$ cat src/rtl/vt_pkg.sv
// Package: shared types for the raster timing generator.
// Assumes: monochrome raster, one clock domain.
package vt_pkg;

    // Registered timing flags produced by the decoder.
    typedef struct packed {
        logic hsync_n;
        logic vsync_n;
        logic active;
        logic blank;
    } vt_flags_t;

endpackage

$ cat src/rtl/raster_counter.sv
// Module: raster_counter
// Keeps the pixel and line positions of the raster. The line position
// advances on the same edge on which the pixel position wraps (no cascade).
// Also exposes the next position so that a decoder can register flags
// one cycle ahead. Assumes H_TOTAL, V_TOTAL >= 2; synchronous active-low reset.
module raster_counter #(
    parameter int H_TOTAL = 512,
    parameter int V_TOTAL = 312,
    localparam int XW = $clog2(H_TOTAL),
    localparam int YW = $clog2(V_TOTAL)
) (
    input  logic          clk,
    input  logic          rst_n,
    output logic [XW-1:0] cur_x,
    output logic [YW-1:0] cur_y,
    output logic [XW-1:0] nxt_x,
    output logic [YW-1:0] nxt_y
);

    logic x_last;
    logic y_last;

    // Compute the position that the next edge will load.
    always_comb begin
        x_last = (cur_x == XW'(H_TOTAL - 1));
        y_last = (cur_y == YW'(V_TOTAL - 1));
        nxt_x  = x_last ? '0 : cur_x + XW'(1);
        if (x_last) begin
            nxt_y = y_last ? '0 : cur_y + YW'(1);
        end else begin
            nxt_y = cur_y;
        end
    end

    // Hold the current position; reset returns to the frame origin.
    always_ff @(posedge clk) begin
        if (!rst_n) begin
            cur_x <= '0;
            cur_y <= '0;
        end else begin
            cur_x <= nxt_x;
            cur_y <= nxt_y;
        end
    end

endmodule

$ cat src/rtl/sync_decode.sv
// Module: sync_decode
// Decodes sync, blank and active flags from the NEXT raster position and
// registers them, so the flags line up with the counter outputs and carry
// no decode glitches. The reset value is the decode of the origin (0,0).
// Assumes the window bounds lie inside the raster.
module sync_decode
    import vt_pkg::*;
#(
    parameter int H_TOTAL     = 512,
    parameter int V_TOTAL     = 312,
    parameter int HSYNC_LEN   = 36,
    parameter int VSYNC_LINES = 4,
    parameter int ACT_X_FIRST = 128,
    parameter int ACT_X_STOP  = 448,
    parameter int ACT_Y_FIRST = 32,
    localparam int XW = $clog2(H_TOTAL),
    localparam int YW = $clog2(V_TOTAL)
) (
    input  logic          clk,
    input  logic          rst_n,
    input  logic [XW-1:0] nxt_x,
    input  logic [YW-1:0] nxt_y,
    output vt_flags_t     flags
);

    // Pure decode of one raster position into timing flags.
    function automatic vt_flags_t decode(input logic [XW-1:0] x, input logic [YW-1:0] y);
        vt_flags_t f;
        f.hsync_n = !(x < XW'(HSYNC_LEN));
        f.vsync_n = !(y < YW'(VSYNC_LINES));
        f.active  = (x >= XW'(ACT_X_FIRST)) && (x < XW'(ACT_X_STOP))
                    && (y >= YW'(ACT_Y_FIRST));
        f.blank   = !f.active;
        return f;
    endfunction

    localparam vt_flags_t ORIGIN_FLAGS = decode('0, '0);

    vt_flags_t flags_d;

    // Decode the position the counters will hold after this edge.
    always_comb begin
        flags_d = decode(nxt_x, nxt_y);
    end

    // Register the flags; reset loads the origin decode.
    always_ff @(posedge clk) begin
        if (!rst_n) begin
            flags <= ORIGIN_FLAGS;
        end else begin
            flags <= flags_d;
        end
    end

endmodule

$ cat src/rtl/composite_raster_timing.sv
// Module: composite_raster_timing (top)
// Raster timing for a monochrome composite frame: position counters plus
// registered active-low syncs, blanking and active-window flags, all valid
// in the same cycle. Single clock, synchronous active-low reset.
module composite_raster_timing
    import vt_pkg::*;
#(
    parameter int H_TOTAL     = 512,
    parameter int V_TOTAL     = 312,
    parameter int HSYNC_LEN   = 36,
    parameter int VSYNC_LINES = 4,
    parameter int ACT_X_FIRST = 128,
    parameter int ACT_X_STOP  = 448,
    parameter int ACT_Y_FIRST = 32,
    localparam int XW = $clog2(H_TOTAL),
    localparam int YW = $clog2(V_TOTAL)
) (
    input  logic          clk,
    input  logic          rst_n,
    output logic [XW-1:0] pix_x,
    output logic [YW-1:0] line_y,
    output logic          hsync_n,
    output logic          vsync_n,
    output logic          blank,
    output logic          active
);

    logic [XW-1:0] nx;
    logic [YW-1:0] ny;
    vt_flags_t     fl;

    raster_counter #(
        .H_TOTAL(H_TOTAL),
        .V_TOTAL(V_TOTAL)
    ) u_cnt (
        .clk   (clk),
        .rst_n (rst_n),
        .cur_x (pix_x),
        .cur_y (line_y),
        .nxt_x (nx),
        .nxt_y (ny)
    );

    sync_decode #(
        .H_TOTAL    (H_TOTAL),
        .V_TOTAL    (V_TOTAL),
        .HSYNC_LEN  (HSYNC_LEN),
        .VSYNC_LINES(VSYNC_LINES),
        .ACT_X_FIRST(ACT_X_FIRST),
        .ACT_X_STOP (ACT_X_STOP),
        .ACT_Y_FIRST(ACT_Y_FIRST)
    ) u_dec (
        .clk   (clk),
        .rst_n (rst_n),
        .nxt_x (nx),
        .nxt_y (ny),
        .flags (fl)
    );

    // Drive the flag ports from the registered decode.
    always_comb begin
        hsync_n = fl.hsync_n;
        vsync_n = fl.vsync_n;
        blank   = fl.blank;
        active  = fl.active;
    end

endmodule

$ cat config.mk
export PLATFORM = sky130hd
export DESIGN_NAME = composite_raster_timing
export DESIGN_NICKNAME = d
export VERILOG_FILES = /design/src/rtl/vt_pkg.sv /design/src/rtl/raster_counter.sv /design/src/rtl/sync_decode.sv /design/src/rtl/composite_raster_timing.sv
export SDC_FILE = /design/constraint.sdc
export NUM_CORES = 1
export LEC_CHECK = 0
export ABC_AREA = 1
export BUFFER_PORTS_ARGS = -buffer_cell sky130_fd_sc_hd__buf_4
export CAP_MARGIN = 20
export CORE_MARGIN = 3
export CORE_UTILIZATION = 44
export DETAILED_ROUTE_END_ITERATION = 10
export PLACE_DENSITY = 0.71
export SLEW_MARGIN = 20
export SYNTH_ARGS = -nofsm -noshare
export SYNTH_HDL_FRONTEND = slang
export SYNTH_HIERARCHICAL = 1
export SYNTH_SLANG_ARGS = --single-unit
$ cat constraint.sdc
create_clock -name clk -period 3.4 [get_ports clk]
set_clock_uncertainty 0.2 [all_clocks]
set_input_delay 1.02 -clock clk [delete_from_list [all_inputs] [get_ports clk]]
set_output_delay 1.02 -clock clk [all_outputs]
set_load 0.1 [all_outputs]
Yosys cells after proc, flatten, opt, wreduce, memory -nomap -nowiden
Cells that the tools add are included.

$add $sub $neg: 2. Order comparisons: 5. Equality and inequality tests: 2. Multiplexer cells: 3. Reductions and logical operators: 5.

Operator list (number): 9-bit two-way mux (3); 9-bit by 1-bit adder with 9-bit output (second input constant) (2); 9-bit == test (second input constant) (2); 9-bit by 6-bit greater-or-equal comparator with 1-bit output (second input constant) (1); 9-bit by 8-bit greater-or-equal comparator with 1-bit output (second input constant) (1); 9-bit by 3-bit < comparator with 1-bit output (second input constant) (1); 9-bit by 6-bit < comparator with 1-bit output (second input constant) (1); 9-bit < comparator (second input constant) (1); 1-bit logical NOT (3); 1-bit logical AND (2).

Flip-flop bits (word level): 22. Output and inout port bits: 22. Logic and storage cells: 23.

Logic depth before layout (Yosys ltp)
Gate-level depths: netlist of run 1.

Depth after elaboration: 6. Mapped depth: 17.

Cells and area by module
The synthesis of run 1 kept the hierarchy.

Modules (own cells, without submodules): raster_counter (times used 1, cells an instance 141, area each 962.2 um^2, sequential area each 360.3 um^2); sync_decode (times used 1, cells an instance 23, area each 167.7 um^2, sequential area each 80.1 um^2).

Worst setup path after synthesis of run 1
Ideal clock, no wire load.

Kind: flip-flop to flip-flop. Start: reg u_cnt.cur_x[0]. End: reg u_dec/flags[2] (netlist bit). Setup time: 121 ps. Data arrival time: 2984 ps. Required time: 3079 ps. Setup slack: 95 ps. Stages on the path, launching flop included: 17. Path buffers: 1. Clock period less this slack: 3305 ps. Cells stage by stage: dfxtp_1 -> ha_1 -> nand2_1 -> nor2_1 -> nand3_1 -> nor2_1 -> ha_1 -> buf_6 -> nand3_2 -> nor2_4 -> nand2_2 -> xor2_1 -> inv_1 -> nor2_1 -> nand2_1 -> nand2_1 -> o21ai_0.

Longest elaborated chain between the ends: 4.

Ends and longest elaborated chain: start: declaration (RTL line raster_counter.sv:14) `output logic [XW-1:0] cur_x,`; start signal: assignment (RTL line raster_counter.sv:41) `cur_x <= nxt_x;`; 9-bit == test (RTL line raster_counter.sv:25) `x_last = (cur_x == XW'(H_TOTAL - 1));`; 9-bit two-way mux (RTL line raster_counter.sv:28) `if (x_last) begin`; net ny[6] (RTL line composite_raster_timing.sv:29) `logic [YW-1:0] ny;`; 9-bit by 3-bit < comparator with 1-bit output (RTL line sync_decode.sv:30) `f.vsync_n = !(y < YW'(VSYNC_LINES));`; 1-bit logical NOT (RTL line sync_decode.sv:30); end signal: assignment (RTL line sync_decode.sv:51) `flags <= flags_d;`; end: declaration (RTL line sync_decode.sv:23) `output vt_flags_t flags`.

The timed path passes the listed nets, and every way through them passes these cells. A chain may end at the register's enable or synchronous reset.

Worst setup path in the final report of run 1
Same ends and word-level chain as after synthesis.

==> results of run 1 <==
==> layout make-up <==
| type | instances | area [um^2] |
|---|---|---|
| Fill cell | 232 | 973 |
| Multi-Input combinational cell | 104 | 537 |
| Inverter | 31 | 116 |
| Tap cell | 28 | 35.0 |
| Sequential cell | 22 | 440 |
| Clock buffer | 3 | 22.5 |
| Timing Repair Buffer | 23 | 173 |
==> power groups by stage <==
stage / clock network (mW) / registers (mW) / logic (mW)
floorplan: 0 / 0.290 / 0.00931
global placement: 0 / 0.269 / 0.0389
detailed placement: 0 / 0.269 / 0.0396
CTS: 0.119 / 0.264 / 0.0395
global route: 0.127 / 0.264 / 0.0416
finish: 0.113 / 0.263 / 0.0392
==> critical path: cells and delay by family (launching register included) <==
kind | cells | cell delay (ns)
AO/OA/AOI/OAI | 1 | 0.07
adder cells (fa/ha/maj) | 2 | 0.66
AND/OR/NAND/NOR | 10 | 1.20
flip-flops | 1 | 0.41
buffers and inverters | 2 | 0.24
==> final timing paths <==
path                                                start                   endpoint  slack [ns]
worst max-delay path            u_cnt/cur_x[0]$_SDFF_PN0_  u_dec/flags[2]$_SDFF_PN0_        0.50
worst min-delay path            u_cnt/cur_x[0]$_SDFF_PN0_  u_cnt/cur_x[0]$_SDFF_PN0_        0.31
worst max register to register  u_cnt/cur_x[0]$_SDFF_PN0_  u_dec/flags[2]$_SDFF_PN0_        0.50
worst min register to register  u_cnt/cur_x[0]$_SDFF_PN0_  u_cnt/cur_x[0]$_SDFF_PN0_        0.31
==> flip-flops by register name (all words and copies together) (netlist names) <==
register / cells
u_cnt/cur_y: 9
u_dec/flags: 4
u_cnt/cur_x: 9
==> metal layers <==
layer,part of all wire,vias to the layer above
met5,0,-
met1,0.49,448
li1,-,551
met3,0.039,2
met2,0.46,18
met4,0.0061,0
==> metrics, run 1 <==
switching share of power=0.256; leakage=0.680 nW; P_int=0.310 mW; Routed WL per cell=11.0 um; most frequent cells in the layout=inv_1, nand2_1, buf_4, nor2_1, dfxtp_1; global-route met3 utilization=0.0230; Post-CTS Setup Inserts=0; hold depth=1; period utilization=0.854; clock slew at reported path FFs=0.12 ns; TNS Setup=0 ns; vias per cell=4.83; commonest non-fill, non-tap cell in the layout=inv_1; initial antenna violation count=0; Slew HR=0.640; final hold violations=0; worst skew pair latency=0.30 ns; fin nets=190; met1 global-route usage=0.194; Overflow after GRT=0; Inserted Diodes=0; critical-path cell list=ha_1, nand2_1, nor2_1, nand3_1, nor2_1, ha_1, inv_2, nor2_2, nand4_1, nand3_1, inv_1, nor2_1, nand2_1, nand2_1, o21ai_0; post-layout power=0.416 mW; status=finished clean; Area after DPL=0.00130 mm^2; part of the power in registers=0.633; Util after Layout=0.576; Synth Warn #=6; M2 GR Usage=0.260; vias in the first global route=988; Final ANT Viol Nets=0; CP peak stage delay=0.47 ns; total core area=0.00230 mm^2; largest net degree at the start of global routing=18; First DRT Iteration DRCs=22; hold_buf cts=0; Req. time, crit path=3.39 ns; Final Worst Setup Slack=0.495 ns; Die Width=56.3 um; final setup fails=0; mean post-synth cell area=6.97 um^2; Crit Path Class=register to register; Num Clock Sinks=22; most used routing layer=met2; die area=0.00317 mm^2; R2R depth=15; Area Overhead vs Synth=18.7%; post-CTS resize count=0; CTS buffer count=3; pwr dens=314 mW/mm^2; CTS tree=done; Die Y=56.3 um; GR Util All Layers=0.156; Vias=1019; critical path launch point type=register; port buffer count=23; power share of the clock group=0.272; Cells after Synth=160; Max-Cap Viols=0; dpl cells=208; Worst Path Max Fanout=14; Pre-Repair DR Iteration Count=4; Residual DRC=0; dpl hpwl=1.80 mm; Critical Path End Type=register; syn_nets=165; unrepaired setup endpoints after global routing=no; Net Sw Power=0.106 mW; Final Slew Violations=0; Slew @ Worst Pin=0.537 ns; Worst Hold Slack=0.314 ns; Combinational Power Share=0.094; Max Clk Rate=344 MHz; synthesized area=0.00111 mm^2; crit path DAT=2.89 ns; Max stage delay cell, worst path=ha_1; # H-tree levels=1; first-pass GRT wire length=4.00 mm; fin area=0.00132 mm^2; fin crit period=2.90 ns; setup slack after placement=0.543 ns; IO Pins=24; fin cells=211; Max VDD drop=0.233 mV; final WL=2.31 mm; initial core utilization=0.485; clock root buffer=clkbuf_4; fraction of layout cells with a size suffix above 1=0.219; num rows=17; Worst Hold Class=register to register; gp weighted congestion=0.867; CTS max path bufs=2
Power figures use the tool's default switching activity.
==> run 2, diff against run 1 <==
--- a/config.mk
+++ b/config.mk
@@ -8,10 +8,10 @@
 export ABC_AREA = 1
 export BUFFER_PORTS_ARGS = -buffer_cell sky130_fd_sc_hd__buf_4
 export CAP_MARGIN = 20
-export CORE_MARGIN = 3
-export CORE_UTILIZATION = 44
+export CORE_UTILIZATION = 52
 export DETAILED_ROUTE_END_ITERATION = 10
-export PLACE_DENSITY = 0.71
+export PLACE_DENSITY = 0.81
+export SKIP_CTS_REPAIR_TIMING = 1
 export SLEW_MARGIN = 20
 export SYNTH_ARGS = -nofsm -noshare
 export SYNTH_HDL_FRONTEND = slang
==> run 2 against run 1 <==
  * Sequential share of layout area down 0.71 points
  * Sequential power about the same
  * Critical path type unchanged
  * Worst setup slack better by 0.0012 ns
==> metrics, run 2 (synthesis results as in run 1) <==
critical-path cell list=ha_1, nand2_1, nor2_1, nand3_1, nor2_1, ha_1, nand3_2, nor2_4, nand2_2, xor2_1, inv_1, nor2_1, nand2_1, nand2_1, o21ai_0; pwr dens=372 mW/mm^2; WP buf/inv=1; initial core utilization=0.562; clock root buffer=clkbuf_4; fin nets=190; status=finished clean; Net Sw Power=0.116 mW; Hold Path Sink=u_cnt/cur_x[0]$_SDFF_PN0_; Slew @ Worst Pin=0.537 ns; vias per cell=5.13; GR Util All Layers=0.219; Area Overhead vs Synth=21.3%; hold depth=1; vias in the first global route=977; dpl hpwl=1.74 mm; Residual DRC=0; Worst Hold Class=register to register; Final ANT Viol Nets=0; CTS tree=done; Max VDD drop=0.252 mV; Die Width=48.3 um; CP top delay family=simple AND/OR/NAND/NOR gates; Max stage delay cell, worst path=ha_1; fin area=0.00135 mm^2; die area=0.00233 mm^2; period utilization=0.854; CP peak stage delay=0.48 ns; Largest regs=u_cnt/cur_x: 9 flops, u_cnt/cur_y: 9 flops, u_dec/flags: 4 flops; Fillers=175; Worst Path Max Fanout=14; total core area=0.00198 mm^2; Final Slew Violations=0; Crit Path Class=register to register; num rows=16; initial antenna violation count=0; switching share of power=0.230; IO Pins=24; P_int=0.388 mW; Reg2Reg Setup Slack=0.50 ns; Inserted Diodes=0; CTS max path bufs=2; final setup fails=0; Req. time, crit path=3.42 ns; Slew HR=0.640; CTS buffer count=3; port buffer count=23; critical path launch point type=register; unrepaired setup endpoints after global routing=no; TNS Setup=0 ns; Routed WL per cell=10.9 um; Vias=1083; reg2reg end=u_dec/flags[2]$_SDFF_PN0_; Max Clk Rate=344 MHz; First DRT Iteration DRCs=33; Die Y=48.3 um; power share of the clock group=0.399; fin crit period=2.90 ns; Area after DPL=0.00130 mm^2; final WL=2.30 mm; clock slew at reported path FFs=0.12 ns; hold path startpoint=u_cnt/cur_x[0]$_SDFF_PN0_; part of the power in registers=0.523; R2R depth=15; commonest non-fill, non-tap cell in the layout=inv_1; Pre-Repair DR Iteration Count=4; final hold violations=0; Num Clock Sinks=22; crit path DAT=2.92 ns; largest net degree at the start of global routing=18; Worst R2R Start=u_cnt/cur_x[0]$_SDFF_PN0_; Combinational Power Share=0.078; leakage=0.694 nW; Max-Cap Viols=0; fraction of layout cells with a size suffix above 1=0.223; worst skew pair latency=0.32 ns; Overflow after GRT=0; gp weighted congestion=0.876; first-pass GRT wire length=3.97 mm; most frequent cells in the layout=inv_1, nand2_1, buf_4, nor2_1, dfxtp_1; # H-tree levels=1; Critical Path End Type=register
[run 2: cell count changes in the layout (fill, tap and decap cells not counted), sizes merged]
cell | previous run | this run
bufinv | 0 | 1
[run 2: through the flow]
stage | instances | setup WS [ns] | utilization | hold slack [ns] | total power, mW
2_1_floorplan | 160 | 0.113 | - | 0.726 | 0.299
3_3_place_gp | 207 | 0.681 | 0.656 | 0.264 | 0.307
3_5_place_dp | 207 | 0.546 | 0.656 | 0.286 | 0.309
4_1_cts | 211 | 0.526 | 0.682 | 0.301 | 0.509
5_1_grt | 211 | 0.174 | 0.682 | 0.331 | 0.522
6_report | 211 | 0.496 | 0.682 | 0.298 | 0.504
[run 2: worst reg2reg max path: stages (launching register included)]
cell	delay (ns)
dfxtp_1	0.40
ha_1	0.18
nand2_1	0.09
nor2_1	0.24
nand3_1	0.15
nor2_1	0.12
ha_1	0.48
nand3_2	0.18
nor2_4	0.15
nand2_2	0.06
xor2_1	0.20
inv_1	0.06
nor2_1	0.10
nand2_1	0.08
nand2_1	0.06
o21ai_0	0.07
[run 2: cell type report]
class	instances	area (um^2)	share of cell area
timing repair buffer	23	173	0.128
inverter	31	116	0.0860
clock buffer	3	22.5	0.0167
tap	27	33.8	0.0250
multi-input combinational	104	537	0.397
clock inverter	1	30.0	0.0222
sequential	22	440	0.326
[run 2: worst max-delay path by stage]
stage | start | cells after the start | to | slack (ns)
floorplan | u_cnt/cur_x[0]$_SDFF_PN0_ | 16 | u_dec/flags[2]$_SDFF_PN0_ | 0.11
global placement | u_cnt/cur_x[0]$_SDFF_PN0_ | 15 | u_dec/flags[2]$_SDFF_PN0_ | 0.68
detailed placement | u_cnt/cur_x[0]$_SDFF_PN0_ | 15 | u_dec/flags[2]$_SDFF_PN0_ | 0.55
CTS | u_cnt/cur_x[0]$_SDFF_PN0_ | 15 | u_dec/flags[2]$_SDFF_PN0_ | 0.53
global route | u_cnt/cur_x[0]$_SDFF_PN0_ | 15 | u_dec/flags[2]$_SDFF_PN0_ | 0.17
finish | u_cnt/cur_x[0]$_SDFF_PN0_ | 15 | u_dec/flags[2]$_SDFF_PN0_ | 0.50
[run 2: power groups by stage]
stage                     clock network, mW  registers [mW]  logic [mW]
after floorplan                           0           0.290     0.00931
after global placement                    0           0.269      0.0385
after CTS                             0.206           0.264      0.0394
after detailed placement                  0           0.269      0.0393
after global routing                  0.216           0.264      0.0416
final                                 0.201           0.263      0.0392
[run 2: per-layer routing]
| metal | global-route usage | part of all wire | vias up |
|---|---|---|---|
| met3 | 0.0283 | 0.049 | 5 |
| met2 | 0.390 | 0.47 | 30 |
| met5 | 0 | 0 | - |
| met1 | 0.249 | 0.45 | 493 |
| li1 | - | - | 555 |
| met4 | 0.132 | 0.026 | 0 |
